<file path="src/rtl/phase_out_pkg.sv">
package phase_out_pkg;
    localparam int NUM_CH   = 6;
    localparam int SEL_W    = 2;
    localparam int REG_W    = NUM_CH + SEL_W;
    localparam int NUM_AIN  = 3;

    typedef enum logic {
        ST_SYNCED  = 1'b0,
        ST_PENDING = 1'b1
    } sync_state_t;

    typedef enum logic [SEL_W-1:0] {
        SEL_A   = 2'b00,
        SEL_B   = 2'b01,
        SEL_C   = 2'b10,
        SEL_ENC = 2'b11
    } in_sel_t;
endpackage

</file>
<file path="src/rtl/preload_stage.sv">
module preload_stage
    import phase_out_pkg::*;
#(
    parameter int W = REG_W
) (
    input  logic         clk,
    input  logic         rst_n,
    input  logic         wr_en,
    input  logic [W-1:0] wr_data,
    input  logic         direct_mode,
    input  logic         commit_event,
    output logic [W-1:0] shadow_q,
    output logic [W-1:0] active_q,
    output logic         pending
);
    sync_state_t state_q, state_d;
    logic [W-1:0] shadow_d;
    logic         xfer;

    assign xfer     = commit_event | direct_mode;
    assign shadow_d = wr_en ? wr_data : shadow_q;

    // State register
    always_ff @(posedge clk or negedge rst_n) begin
        if (!rst_n) begin
            state_q <= ST_SYNCED;
        end else begin
            state_q <= state_d;
        end
    end

    // Next-state logic
    always_comb begin
        state_d = state_q;
        unique case (state_q)
            ST_SYNCED: begin
                if (wr_en && !xfer) begin
                    state_d = ST_PENDING;   // buffer_write
                end
            end
            ST_PENDING: begin
                if (xfer) begin
                    state_d = ST_SYNCED;    // transfer
                end
            end
            default: state_d = ST_SYNCED;
        endcase
    end

    // Data registers
    always_ff @(posedge clk or negedge rst_n) begin
        if (!rst_n) begin
            shadow_q <= '0;
            active_q <= '0;
        end else begin
            shadow_q <= shadow_d;
            if (xfer) begin
                active_q <= shadow_d;
            end
        end
    end

    // Outputs
    always_comb begin
        pending = (state_q == ST_PENDING);
    end

    a_r3_buffered_sets_pending: assert property (@(posedge clk) disable iff (!rst_n)
        (wr_en && !commit_event && !direct_mode) |=> pending);
    a_r3_buffered_holds_active: assert property (@(posedge clk) disable iff (!rst_n)
        (!commit_event && !direct_mode) |=> $stable(active_q));
    a_r4_commit_clears: assert property (@(posedge clk) disable iff (!rst_n)
        commit_event |=> !pending);
    a_r5_write_commit_lands: assert property (@(posedge clk) disable iff (!rst_n)
        (wr_en && commit_event) |=> (active_q == $past(wr_data)));
    a_r6_direct_lands: assert property (@(posedge clk) disable iff (!rst_n)
        (wr_en && direct_mode) |=> (active_q == $past(wr_data) && !pending));
    a_r2_readback: assert property (@(posedge clk) disable iff (!rst_n)
        wr_en |=> (shadow_q == $past(wr_data)));
endmodule

</file>
<file path="src/rtl/input_router.sv">
module input_router
    import phase_out_pkg::*;
(
    input  logic               clk,
    input  logic               rst_n,
    input  logic [SEL_W-1:0]   sel_code,
    input  logic               phase_a_dig,
    input  logic               phase_b_dig,
    output logic [NUM_AIN-1:0] input_sel,
    output logic               encoder_enable,
    output logic               enc_a,
    output logic               enc_b
);
    in_sel_t code;
    assign code = in_sel_t'(sel_code);

    always_comb begin
        input_sel      = '0;
        encoder_enable = 1'b0;
        unique case (code)
            SEL_A:   input_sel = NUM_AIN'(1) << 0;
            SEL_B:   input_sel = NUM_AIN'(1) << 1;
            SEL_C:   input_sel = NUM_AIN'(1) << 2;
            SEL_ENC: encoder_enable = 1'b1;
            default: input_sel = '0;
        endcase
    end

    assign enc_a = encoder_enable & phase_a_dig;
    assign enc_b = encoder_enable & phase_b_dig;

    a_r7_onehot_sel: assert property (@(posedge clk) disable iff (!rst_n)
        $onehot0(input_sel) && ((input_sel == '0) == encoder_enable));
    a_r8_enc_bypass: assert property (@(posedge clk) disable iff (!rst_n)
        encoder_enable |-> (enc_a == phase_a_dig && enc_b == phase_b_dig));
    a_r8_enc_quiet: assert property (@(posedge clk) disable iff (!rst_n)
        !encoder_enable |-> (!enc_a && !enc_b));
endmodule

</file>
<file path="src/rtl/gate_driver.sv">
module gate_driver
    import phase_out_pkg::*;
#(
    parameter int N = NUM_CH
) (
    input  logic         clk,
    input  logic         rst_n,
    input  logic [N-1:0] enable,
    input  logic         pwm_in,
    input  logic         pwm_override,
    output logic [N-1:0] gate_out
);
    for (genvar i = 0; i < N; i++) begin : g_ch
        always_comb begin
            gate_out[i] = pwm_override ? enable[i] : (enable[i] & pwm_in);
        end
    end

    a_r10_override_follows: assert property (@(posedge clk) disable iff (!rst_n)
        pwm_override |-> (gate_out == enable));
    a_r9_off_channels_quiet: assert property (@(posedge clk) disable iff (!rst_n)
        (gate_out & ~enable) == '0);
    a_r9_pwm_low_quiet: assert property (@(posedge clk) disable iff (!rst_n)
        (!pwm_override && !pwm_in) |-> (gate_out == '0));
endmodule

</file>
<file path="src/rtl/phase_out_ctrl.sv">
module phase_out_ctrl
    import phase_out_pkg::*;
(
    input  logic                clk,
    input  logic                rst_n,
    input  logic                wr_en,
    input  logic [REG_W-1:0]    wr_data,
    output logic [REG_W-1:0]    rd_data,
    input  logic                direct_mode,
    input  logic                commit_event,
    input  logic                pwm_in,
    input  logic                pwm_override,
    input  logic                phase_a_dig,
    input  logic                phase_b_dig,
    output logic [NUM_AIN-1:0]  input_sel,
    output logic                encoder_enable,
    output logic                enc_a,
    output logic                enc_b,
    output logic [NUM_CH-1:0]   gate_out,
    output logic                pending
);
    logic [REG_W-1:0] active_q;

    preload_stage #(.W(REG_W)) u_preload (
        .clk          (clk),
        .rst_n        (rst_n),
        .wr_en        (wr_en),
        .wr_data      (wr_data),
        .direct_mode  (direct_mode),
        .commit_event (commit_event),
        .shadow_q     (rd_data),
        .active_q     (active_q),
        .pending      (pending)
    );

    input_router u_router (
        .clk            (clk),
        .rst_n          (rst_n),
        .sel_code       (active_q[REG_W-1 -: SEL_W]),
        .phase_a_dig    (phase_a_dig),
        .phase_b_dig    (phase_b_dig),
        .input_sel      (input_sel),
        .encoder_enable (encoder_enable),
        .enc_a          (enc_a),
        .enc_b          (enc_b)
    );

    gate_driver #(.N(NUM_CH)) u_gates (
        .clk          (clk),
        .rst_n        (rst_n),
        .enable       (active_q[NUM_CH-1:0]),
        .pwm_in       (pwm_in),
        .pwm_override (pwm_override),
        .gate_out     (gate_out)
    );

    a_r12_idle_commit_stable: assert property (@(posedge clk) disable iff (!rst_n)
        (commit_event && !wr_en && !pending && !direct_mode) |=> ($stable(input_sel) && $stable(encoder_enable)));
endmodule

</file>
<file path="config.mk">
export PLATFORM = sky130hd
export DESIGN_NAME = phase_out_ctrl
export DESIGN_NICKNAME = d
export VERILOG_FILES = /design/src/rtl/phase_out_pkg.sv /design/src/rtl/preload_stage.sv /design/src/rtl/input_router.sv /design/src/rtl/gate_driver.sv /design/src/rtl/phase_out_ctrl.sv
export SDC_FILE = /design/constraint.sdc
export NUM_CORES = 1
export LEC_CHECK = 0
export BUFFER_PORTS_ARGS = -buffer_cell sky130_fd_sc_hd__buf_2
export CELL_PAD_IN_SITES_DETAIL_PLACEMENT = 1
export CELL_PAD_IN_SITES_GLOBAL_PLACEMENT = 1
export CORE_MARGIN = 2
export CORE_UTILIZATION = 34
export DETAILED_ROUTE_END_ITERATION = 12
export PLACE_DENSITY = 0.75
export SYNTH_ARGS = -nofsm -noshare
export SYNTH_HDL_FRONTEND = slang
export SYNTH_SLANG_ARGS = --single-unit
</file>
<file path="constraint.sdc">
create_clock -name clk -period 1.6 [get_ports clk]
set_clock_uncertainty 0.2 [all_clocks]
set_input_delay 0.32 -clock clk [delete_from_list [all_inputs] [get_ports clk]]
set_output_delay 0.32 -clock clk [all_outputs]
set_load 0.01 [all_outputs]
</file>
==> results.sh, run 1 <==
export IMPL_crit_type="flop to primary output"
export IMPL_vias=515
export IMPL_yosysTopAreaCellShare_pct=55.1
export IMPL_routed_wl_um=1650
export IMPL_power_mw=0.988
export IMPL_fin_crit_sh_pct=96.8
export IMPL_arrival_ns=1.03
export IMPL_switching_share_pct=26.5
export IMPL_dp_hpwl_um=1250
export IMPL_setup_tns_ns=0
export IMPL_combPwrFrac_pct=26.1
export IMPL_nets=110
export IMPL_worstPathMaxFanout=7
export IMPL_ant_nets=0
export IMPL_grt_usage_pct=13.2
export IMPL_die_area_sq_um=2670
export IMPL_synth_cell_area_sq_um=772
export IMPL_grt_start_max_net_pins=18
export IMPL_clockBufferDepth=2
export IMPL_relSlewSlack_pct=64.2
export IMPL_p_int_mw=0.726
export IMPL_slew_viol_final=0
export IMPL_area_growth_pct=34.0
export IMPL_die_x_um=51.7
export IMPL_dp_cells=114
export IMPL_cts_root_buffer="clkbuf_4"
export IMPL_final_hold_viol_count=0
export IMPL_grt_pass1_wl_um=2470
export IMPL_fin_crit_ns=1.55
export IMPL_fin_util_pct=47.7
export IMPL_min_path_type="primary input to flop"
export IMPL_dieHeight_um=51.7
export IMPL_ys_types=9
export IMPL_worstPathCellList="and2_4 -> buf_2"
export IMPL_rsz0062_at_grt="no"
export IMPL_endpoint_kind="primary output"
export IMPL_irDropWorstVdd_uv=424
export IMPL_drive_above_1_share_pct=67.4
export IMPL_status="complete, no violations"
export IMPL_synth_seq_cells=17
export IMPL_antennaDiodeCount=0
export IMPL_ys_seq_area_share_pct=55.1
export IMPL_ys_top_cells_by_area="dfrtp_1, mux2_4, nor2b_1, nor2_1, and3_1"
export IMPL_drv_cap=0
export IMPL_pin_count=38
export IMPL_fmax_ghz=0.646
export IMPL_p_seq_share_pct=51.9
export IMPL_routabilityCongestion=0.611
export IMPL_worstMarginPinSlew_ns=0.538
export IMPL_portBuffers=37
export IMPL_synth_area_leader_cell="dfrtp_1"
export IMPL_whs_ns=0.0818
export IMPL_start_util_pct=35.6
export IMPL_antenna_found_initial=0
export IMPL_overflow=0
export IMPL_synth_cells=51
export IMPL_finalNonFillerCells=120
export IMPL_p_per_area_nw_per_um2=955
export IMPL_cts_tree="built"
export IMPL_clkTransAtPathRegs_ns=0.10
export IMPL_route_detailed_drc=0
export IMPL_grt_pass1_vias=488
export IMPL_syn_nets=68
export IMPL_leakage_nw=0.557
export IMPL_start_kind="flop"
export IMPL_wl_per_cell_um=13.7
export IMPL_switchingPower_mw=0.262
export IMPL_row_count=17
export IMPL_critPathMaxStageDelay_ns=0.45
export IMPL_htree_levels=1
export IMPL_via_per_inst=4.29
export IMPL_critical_path_slowest_cell="dfrtp_2"
export IMPL_first_iter_violations=5
export IMPL_cts_sinks=17
export IMPL_drt_first_pass_iters=3
export IMPL_clockPowerShare_pct=22.0
export IMPL_clk_latency_ns=0.28
export IMPL_fp_coreArea_sq_um=2170
export IMPL_synth_warnings=0
export IMPL_setup_viol=0
export IMPL_syn_area_per_cell_sq_um=15.1
export IMPL_cp_data_required_time_ns=1.08
export IMPL_numCtsBuffers=3
[cells in the mapped netlist]
library cell	count
and2_1	1
and3_1	2
buf_2	1
buf_6	1
dfrtp_1	17
mux2_4	16
nor2_1	4
nor2b_1	8
or2_1	1
[timing repair]
action                                 CTS  global route
hold buffers                             1             0
setup endpoints to repair                0             4
endpoints found under the hold margin   17             0
resized for setup                        0             5
buffers inserted                         0             1
[per-stage QoR]
stage,setup slack (ns),instance area (sq um)
after global placement,0.0815,976
after CTS,0.00550,1010
final,0.0516,1030
after floorplan,0.260,772
after detailed placement,0.0608,976
after global routing,0.00168,1030
[cells in the final DEF, fill, tap and decap left out, drive strengths merged]
master	count
dfrtp	17
and3	2
mux2	16
nor2b	8
dlygate4sd3	1
and2	1
nor2	4
buf	38
or2	1
clkbuf	4
[kinds of logic (layout without fill, tap and decap cells)]
kind of cell	Yosys count	in the layout	share of synthesized area, %
buffers and inverters	2	43	2.11
flip-flops	17	17	55.1
multiplexers	16	16	31.1
AND/OR/NAND/NOR	16	16	11.7
[final cells by class]
cell class                 instances  area (sq um)
fill                             250          1130
tap                               28          35.0
timing repair buffer              39           203
clock buffer                       4          26.3
sequential                        17           428
multi-input combinational         32           343
[power groups by stage]
stage          Sequential (mW)  Combinational [mW]  Clock, mW
2_1_floorplan            0.521               0.142          0
3_3_place_gp             0.516               0.239          0
3_5_place_dp             0.519               0.248          0
4_1_cts                  0.511               0.251      0.228
5_1_grt                  0.520               0.278      0.250
6_report                 0.513               0.258      0.217
[flip-flops by register name, indices dropped and copies added (netlist names)]
register / flops
u_preload.shadow_q: 8
u_preload.pending: 1
u_preload.active_q: 8
[path summary, 6_finish.rpt]
kind | slack (ns) | endpoint | cells after the start | startpoint
worst max-delay path | 0.05 | encoder_enable | 2 | u_preload.active_q[6]$_DFFE_PN0P_
worst min-delay path | 0.08 | u_preload.shadow_q[0]$_DFF_PN0_ | 2 | wr_data[0]
worst max register to register | 0.36 | u_preload.active_q[1]$_DFFE_PN0P_ | 2 | u_preload.shadow_q[1]$_DFF_PN0_
worst min register to register | 0.31 | u_preload.pending$_DFF_PN0_ | 2 | u_preload.pending$_DFF_PN0_
max in group asynchronous | 0.61 | u_preload.active_q[7]$_DFFE_PN0P_ | 2 | rst_n
min in group asynchronous | 0.29 | u_preload.pending$_DFF_PN0_ | 2 | rst_n
[critical path, delay by kind of cell, from the launching register on]
kind | cells | cell delay [ns]
flops | 1 | 0.45
simple gates | 1 | 0.17
buf+inv | 1 | 0.13
[metal layers]
metal | global-route usage, % | vias to the layer above | routed length, um
li1 | - | 254 | -
met5 | 0 | - | 0
met2 | 21.4 | 17 | 784
met1 | 17.4 | 242 | 757
met3 | 2.59 | 2 | 87
met4 | 5.26 | 0 | 16
Power figures use the tool's default switching activity.
==> inputs of run 2 (changes only) <==
--- a/config.mk
+++ b/config.mk
@@ -5,13 +5,14 @@
 export SDC_FILE = /design/constraint.sdc
 export NUM_CORES = 1
 export LEC_CHECK = 0
+export ABC_AREA = 1
 export BUFFER_PORTS_ARGS = -buffer_cell sky130_fd_sc_hd__buf_2
 export CELL_PAD_IN_SITES_DETAIL_PLACEMENT = 1
 export CELL_PAD_IN_SITES_GLOBAL_PLACEMENT = 1
 export CORE_MARGIN = 2
-export CORE_UTILIZATION = 34
+export CORE_UTILIZATION = 30
 export DETAILED_ROUTE_END_ITERATION = 12
-export PLACE_DENSITY = 0.75
+export PLACE_DENSITY = 0.74
 export SYNTH_ARGS = -nofsm -noshare
 export SYNTH_HDL_FRONTEND = slang
 export SYNTH_SLANG_ARGS = --single-unit
==> results.sh, run 2 <==
export IMPL_endpoint_kind="primary output"
export IMPL_arrival_ns=1.07
export IMPL_routed_wl_um=1890
export IMPL_start_util_pct=31.1
export IMPL_grt_pass1_wl_um=2970
export IMPL_dp_cells=161
export IMPL_row_count=18
export IMPL_p_per_area_nw_per_um2=899
export IMPL_reg2reg_depth=3
export IMPL_slew_viol_final=0
export IMPL_synth_seq_cells=17
export IMPL_first_iter_violations=2
export IMPL_ys_top_cells_by_area="dfrtp_1, nand2_1, nor2_1, nand2_2, inv_1"
export IMPL_fin_crit_ns=1.59
export IMPL_holdPathStages=3
export IMPL_synth_area_leader_cell="dfrtp_1"
export IMPL_die_x_um=54.4
export IMPL_rr_endpoint="u_preload.active_q[7]$_DFFE_PN0P_"
export IMPL_ys_flop_type="dfrtp_1"
export IMPL_via_per_inst=4.33
export IMPL_antenna_found_initial=0
export IMPL_ys_seq_area_share_pct=55.7
export IMPL_route_detailed_drc=0
export IMPL_fillers=326
export IMPL_crit_type="flop to primary output"
export IMPL_drive_above_1_share_pct=42.0
export IMPL_clk_latency_ns=0.28
export IMPL_grt_pass1_vias=722
export IMPL_hold_end="u_preload.shadow_q[5]$_DFF_PN0_"
export IMPL_worstPathMaxFanout=3
export IMPL_syn_area_per_cell_sq_um=8.03
export IMPL_synth_cell_area_sq_um=763
export IMPL_setup_viol=0
export IMPL_die_area_sq_um=2960
export IMPL_vias=728
export IMPL_final_hold_viol_count=0
export IMPL_fin_crit_sh_pct=99.4
export IMPL_cp_data_required_time_ns=1.08
export IMPL_hold_start="wr_data[5]"
export IMPL_drt_first_pass_iters=3
export IMPL_overflow=0
export IMPL_nets=156
export IMPL_area_growth_pct=36.4
export IMPL_grt_start_max_net_pins=18
export IMPL_critPathLaunch="u_preload.active_q[6]$_DFFE_PN0P_"
export IMPL_post_place_ws_ns=0.112
export IMPL_cts_sinks=17
export IMPL_portBuffers=37
export IMPL_synth_edf_count=0
export IMPL_fmax_ghz=0.629
export IMPL_finalNonFillerCells=168
export IMPL_cts_tree="built"
export IMPL_grt_usage_pct=14.2
export IMPL_irDropWorstVdd_uv=381
export IMPL_synth_common_cells="nand2_1, dfrtp_1, nor2_1"
export IMPL_status="complete, no violations"
export IMPL_regToRegStartpoint="u_preload.active_q[7]$_DFFE_PN0P_"
export IMPL_layout_common_cells="nand2_1, buf_2, dfrtp_1"
export IMPL_fp_coreArea_sq_um=2450
export IMPL_fin_ws_ns=0.00968
export IMPL_wl_per_cell_um=11.2
export IMPL_worstMarginPinSlew_ns=0.370
export IMPL_routabilityCongestion=0.657
export IMPL_ys_types=9
export IMPL_reg2reg_slack_ns=0.60
export IMPL_final_common_cell="nand2_1"
export IMPL_power_mw=0.936
export IMPL_synth_cells=95
export IMPL_rsz0062_at_grt="yes"
export IMPL_leakage_nw=0.632
export IMPL_numCtsBuffers=3
export IMPL_min_path_type="primary input to flop"
export IMPL_cts_root_buffer="clkbuf_4"
export IMPL_start_kind="flop"
export IMPL_async_reset_ff_share_pct=100
export IMPL_pin_count=38
export IMPL_clkTransAtPathRegs_ns=0.10
export IMPL_synth_most_common_cell="nand2_1"
export IMPL_ant_nets=0
export IMPL_dieHeight_um=54.4
export IMPL_clockBufferDepth=2
export IMPL_relSlewSlack_pct=75.2
export IMPL_yosysTopAreaCellShare_pct=55.7
export IMPL_antennaDiodeCount=0
export IMPL_syn_nets=112
export IMPL_drv_cap=0
export IMPL_htree_levels=1
export IMPL_dp_hpwl_um=1490
export IMPL_synth_warnings=0
run 2: stage by stage:
stage | area, sq um | TNS (ns) | hold slack [ns] | util, %
floorplan | 763 | 0 | -0.176 | -
global placement | 975 | 0 | 0.0584 | 39.7
detailed placement | 975 | 0 | 0.0584 | 39.7
CTS | 1010 | 0 | 0.0450 | 41.2
global route | 1040 | -0.192 | 0.0479 | 42.4
finish | 1040 | 0 | 0.0517 | 42.4
run 2: worst max-delay path, cell delays in order (launching register included):
cell,delay (ns)
dfrtp_1,0.43
buf_6,0.14
nor2_2,0.09
buf_2,0.13
run 2: timing repair:
item	CTS	global route
endpoints found under the hold margin	17	0
endpoints found under the setup margin	0	4
setup buffers	0	2
gates resized for setup	0	5
hold buffers	1	0
run 2: cell families (layout without fill, tap and decap cells):
group	after synthesis	in the layout	synth area share (%)
buffers and inverters	14	57	9.18
flip-flops	17	17	55.7
AND/OR/NAND/NOR	64	64	35.1
run 2: power breakdown:
part	internal, mW	switching, mW	leakage [nW]
clock network	0.0928	0.131	0.0177
registers	0.471	0.0269	0.210
logic	0.0910	0.124	0.405
run 2: metal layers:
metal / vias to the layer above / part of all wire [%] / global-route usage (%) / wire length [um]
li1: 361 / - / - / -
met4: 0 / 0.69 / 6.25 / 13
met3: 2 / 5.2 / 1.64 / 98
met2: 25 / 53 / 27.5 / 994
met1: 340 / 41 / 15.3 / 782
met5: - / 0 / 0 / 0
run 2: cell type report:
class	instances	area (sq um)	area share (%)
sequential	17	425	40.9
multi-input combinational	64	278	26.7
timing repair buffer	40	214	20.6
inverter	13	58.8	5.65
tap	30	37.5	3.61
clock buffer	3	22.5	2.16
clock inverter	1	5.00	0.481
run 2: how the worst max path moves through the flow:
stage	to	slack [ns]	cells after the start
CTS	enc_b	0.009	3
detailed placement	gate_out[1]	0.11	4
global route	input_sel[2]	-0.06	3
floorplan	gate_out[0]	0.40	2
finish	input_sel[2]	0.01	3
global placement	gate_out[4]	0.19	4
==> inputs of run 3 (changes only) <==
--- a/config.mk
+++ b/config.mk
@@ -9,9 +9,10 @@
 export BUFFER_PORTS_ARGS = -buffer_cell sky130_fd_sc_hd__buf_2
 export CELL_PAD_IN_SITES_DETAIL_PLACEMENT = 1
 export CELL_PAD_IN_SITES_GLOBAL_PLACEMENT = 1
-export CORE_MARGIN = 2
+export CORE_MARGIN = 1.5
 export CORE_UTILIZATION = 30
 export DETAILED_ROUTE_END_ITERATION = 12
+export MAX_ROUTING_LAYER = met4
 export PLACE_DENSITY = 0.74
 export SYNTH_ARGS = -nofsm -noshare
 export SYNTH_HDL_FRONTEND = slang
==> results.sh, run 3 (same netlist as run 2, synthesis figures left out) <==
export IMPL_finalNonFillerCells=168
export IMPL_cts_root_buffer="clkbuf_4"
export IMPL_fin_util_pct=42.6
export IMPL_met2_usage_pct=31.1
export IMPL_met3_usage_pct=2.54
export IMPL_power_mw=0.937
export IMPL_regToRegStartpoint="u_preload.active_q[7]$_DFFE_PN0P_"
export IMPL_grt_util_met1_pct=16.6
export IMPL_critPathBufInv=2
export IMPL_hold_end="u_preload.shadow_q[1]$_DFF_PN0_"
export IMPL_clockBufferDepth=2
export IMPL_via_per_inst=4.31
export IMPL_worstPathCellList="buf_6 -> nor2_1 -> buf_2"
export IMPL_layout_common_cells="nand2_1, buf_2, dfrtp_1"
export IMPL_cts_sinks=17
export IMPL_grt_usage_pct=16.2
export IMPL_p_per_area_nw_per_um2=905
export IMPL_wl_per_cell_um=11.4
export IMPL_p_seq_share_pct=53.2
export IMPL_drv_cap=0
export IMPL_routed_wl_um=1910
export IMPL_setup_viol=0
export IMPL_rr_endpoint="u_preload.active_q[7]$_DFFE_PN0P_"
export IMPL_route_detailed_drc=0
export IMPL_worstMarginPinSlew_ns=0.376
export IMPL_final_common_cell="nand2_1"
export IMPL_placed_area_sq_um=975
export IMPL_antennaDiodeCount=0
export IMPL_arrival_ns=1.05
export IMPL_final_hold_viol_count=0
export IMPL_slew_viol_final=0
export IMPL_whs_ns=0.0601
export IMPL_cts_tree="built"
export IMPL_crit_type="flop to primary output"
export IMPL_dp_cells=161
export IMPL_vias=724
export IMPL_antenna_found_initial=0
export IMPL_endpoint_kind="primary output"
export IMPL_pin_count=38
export IMPL_relSlewSlack_pct=74.9
export IMPL_first_iter_violations=2
export IMPL_p_int_mw=0.657
export IMPL_portBuffers=37
export IMPL_leakage_nw=0.628
export IMPL_start_util_pct=31.4
export IMPL_htree_levels=1
export IMPL_drive_above_1_share_pct=40.6
export IMPL_grt_pass1_vias=783
export IMPL_die_x_um=53.4
export IMPL_fmax_ghz=0.638
export IMPL_start_kind="flop"
export IMPL_ant_nets=0
export IMPL_status="complete, no violations"
export IMPL_reg2reg_depth=3
export IMPL_cpLargestDelayFamily="flip-flops"
export IMPL_fin_crit_ns=1.57
export IMPL_routabilityCongestion=0.658
export IMPL_row_count=18
export IMPL_rsz0062_at_grt="yes"
export IMPL_switchingPower_mw=0.280
export IMPL_numCtsBuffers=3
export IMPL_fin_area_sq_um=1040
export IMPL_combPwrFrac_pct=22.7
export IMPL_area_growth_pct=35.7
export IMPL_die_area_sq_um=2860
export IMPL_grt_start_max_net_pins=18
export IMPL_min_path_type="primary input to flop"
export IMPL_overflow=0
export IMPL_clockPowerShare_pct=24.1
export IMPL_grt_pass1_wl_um=3240
export IMPL_dp_hpwl_um=1480
export IMPL_nets=156
export IMPL_irDropWorstVdd_uv=471
export IMPL_critPathMaxStageDelay_ns=0.45
export IMPL_fp_coreArea_sq_um=2430
export IMPL_holdPathStages=3
export IMPL_critical_path_slowest_cell="dfrtp_2"
export IMPL_clk_latency_ns=0.28
export IMPL_clkTransAtPathRegs_ns=0.10
export IMPL_worstPathMaxFanout=5
export IMPL_drt_first_pass_iters=4
export IMPL_fin_crit_sh_pct=97.9
export IMPL_busiest_layer="met2"
export IMPL_cp_data_required_time_ns=1.08
export IMPL_reg2reg_slack_ns=0.61
export IMPL_dieHeight_um=53.4
export IMPL_switching_share_pct=29.8
export IMPL_hold_start="wr_data[1]"
## run 3: changes by cell type in the layout (fill, tap and decap cells not counted)
cell and change:
clkinv_2 -1, dfrtp_2 +1, dfrtp_1 -1, clkbuf_1 +1
nor2_2 -2, nor2_1 +2
## run 3: final cells by class
type,count,area (sq um)
timing repair buffer,40,214
clock buffer,4,26.3
tap,30,37.5
fill,325,1400
multi-input combinational,64,273
inverter,13,58.8
sequential,17,427
## run 3: timing repair
action                                  in CTS  in global routing
hold buffers                                 1                  0
resized for setup                            0                  4
setup buffers                                0                  2
endpoints found under the hold margin       17                  0
endpoints found under the setup margin       0                  2
## run 3: per-stage QoR
step / setup WS, ns / setup TNS [ns]
floorplan: 0.404 / 0
global placement: 0.189 / 0
detailed placement: 0.127 / 0
CTS: 0.00824 / 0
global route: -0.0209 / -0.0444
finish: 0.0328 / 0
## run 3: worst register-to-register path, cell delays in order, from the launching register on
cell and delay [ns]:
dfrtp_1 0.44, buf_4 0.15, nand2_1 0.06, nand2_1 0.05
## run 3: worst max-delay path by stage
stage | startpoint | to | slack (ns) | depth (start not counted)
after floorplan | pwm_in | gate_out[0] | 0.40 | 2
after global placement | pwm_in | gate_out[1] | 0.19 | 4
after detailed placement | pwm_in | gate_out[0] | 0.13 | 4
after CTS | u_preload.active_q[7]$_DFFE_PN0P_ | enc_b | 0.008 | 3
after global routing | u_preload.active_q[6]$_DFFE_PN0P_ | input_sel[0] | -0.02 | 3
final | u_preload.active_q[6]$_DFFE_PN0P_ | input_sel[0] | 0.03 | 3
## run 3: power by group through the flow
stage / combinational, mW / clock, mW / sequential, mW
4_1_cts: 0.207 / 0.232 / 0.498
6_report: 0.213 / 0.226 / 0.499
2_1_floorplan: 0.102 / 0 / 0.510
3_3_place_gp: 0.195 / 0 / 0.504
3_5_place_dp: 0.204 / 0 / 0.506
5_1_grt: 0.244 / 0.246 / 0.504
## run 3: metal layers
metal / share of wire, % / vias up / routed length, um
met3: 5.1 / 0 / 97
li1: - / 358 / -
met5: 0 / - / 0
met4: 0 / 0 / 0
met1: 40 / 346 / 765
met2: 55 / 20 / 1050
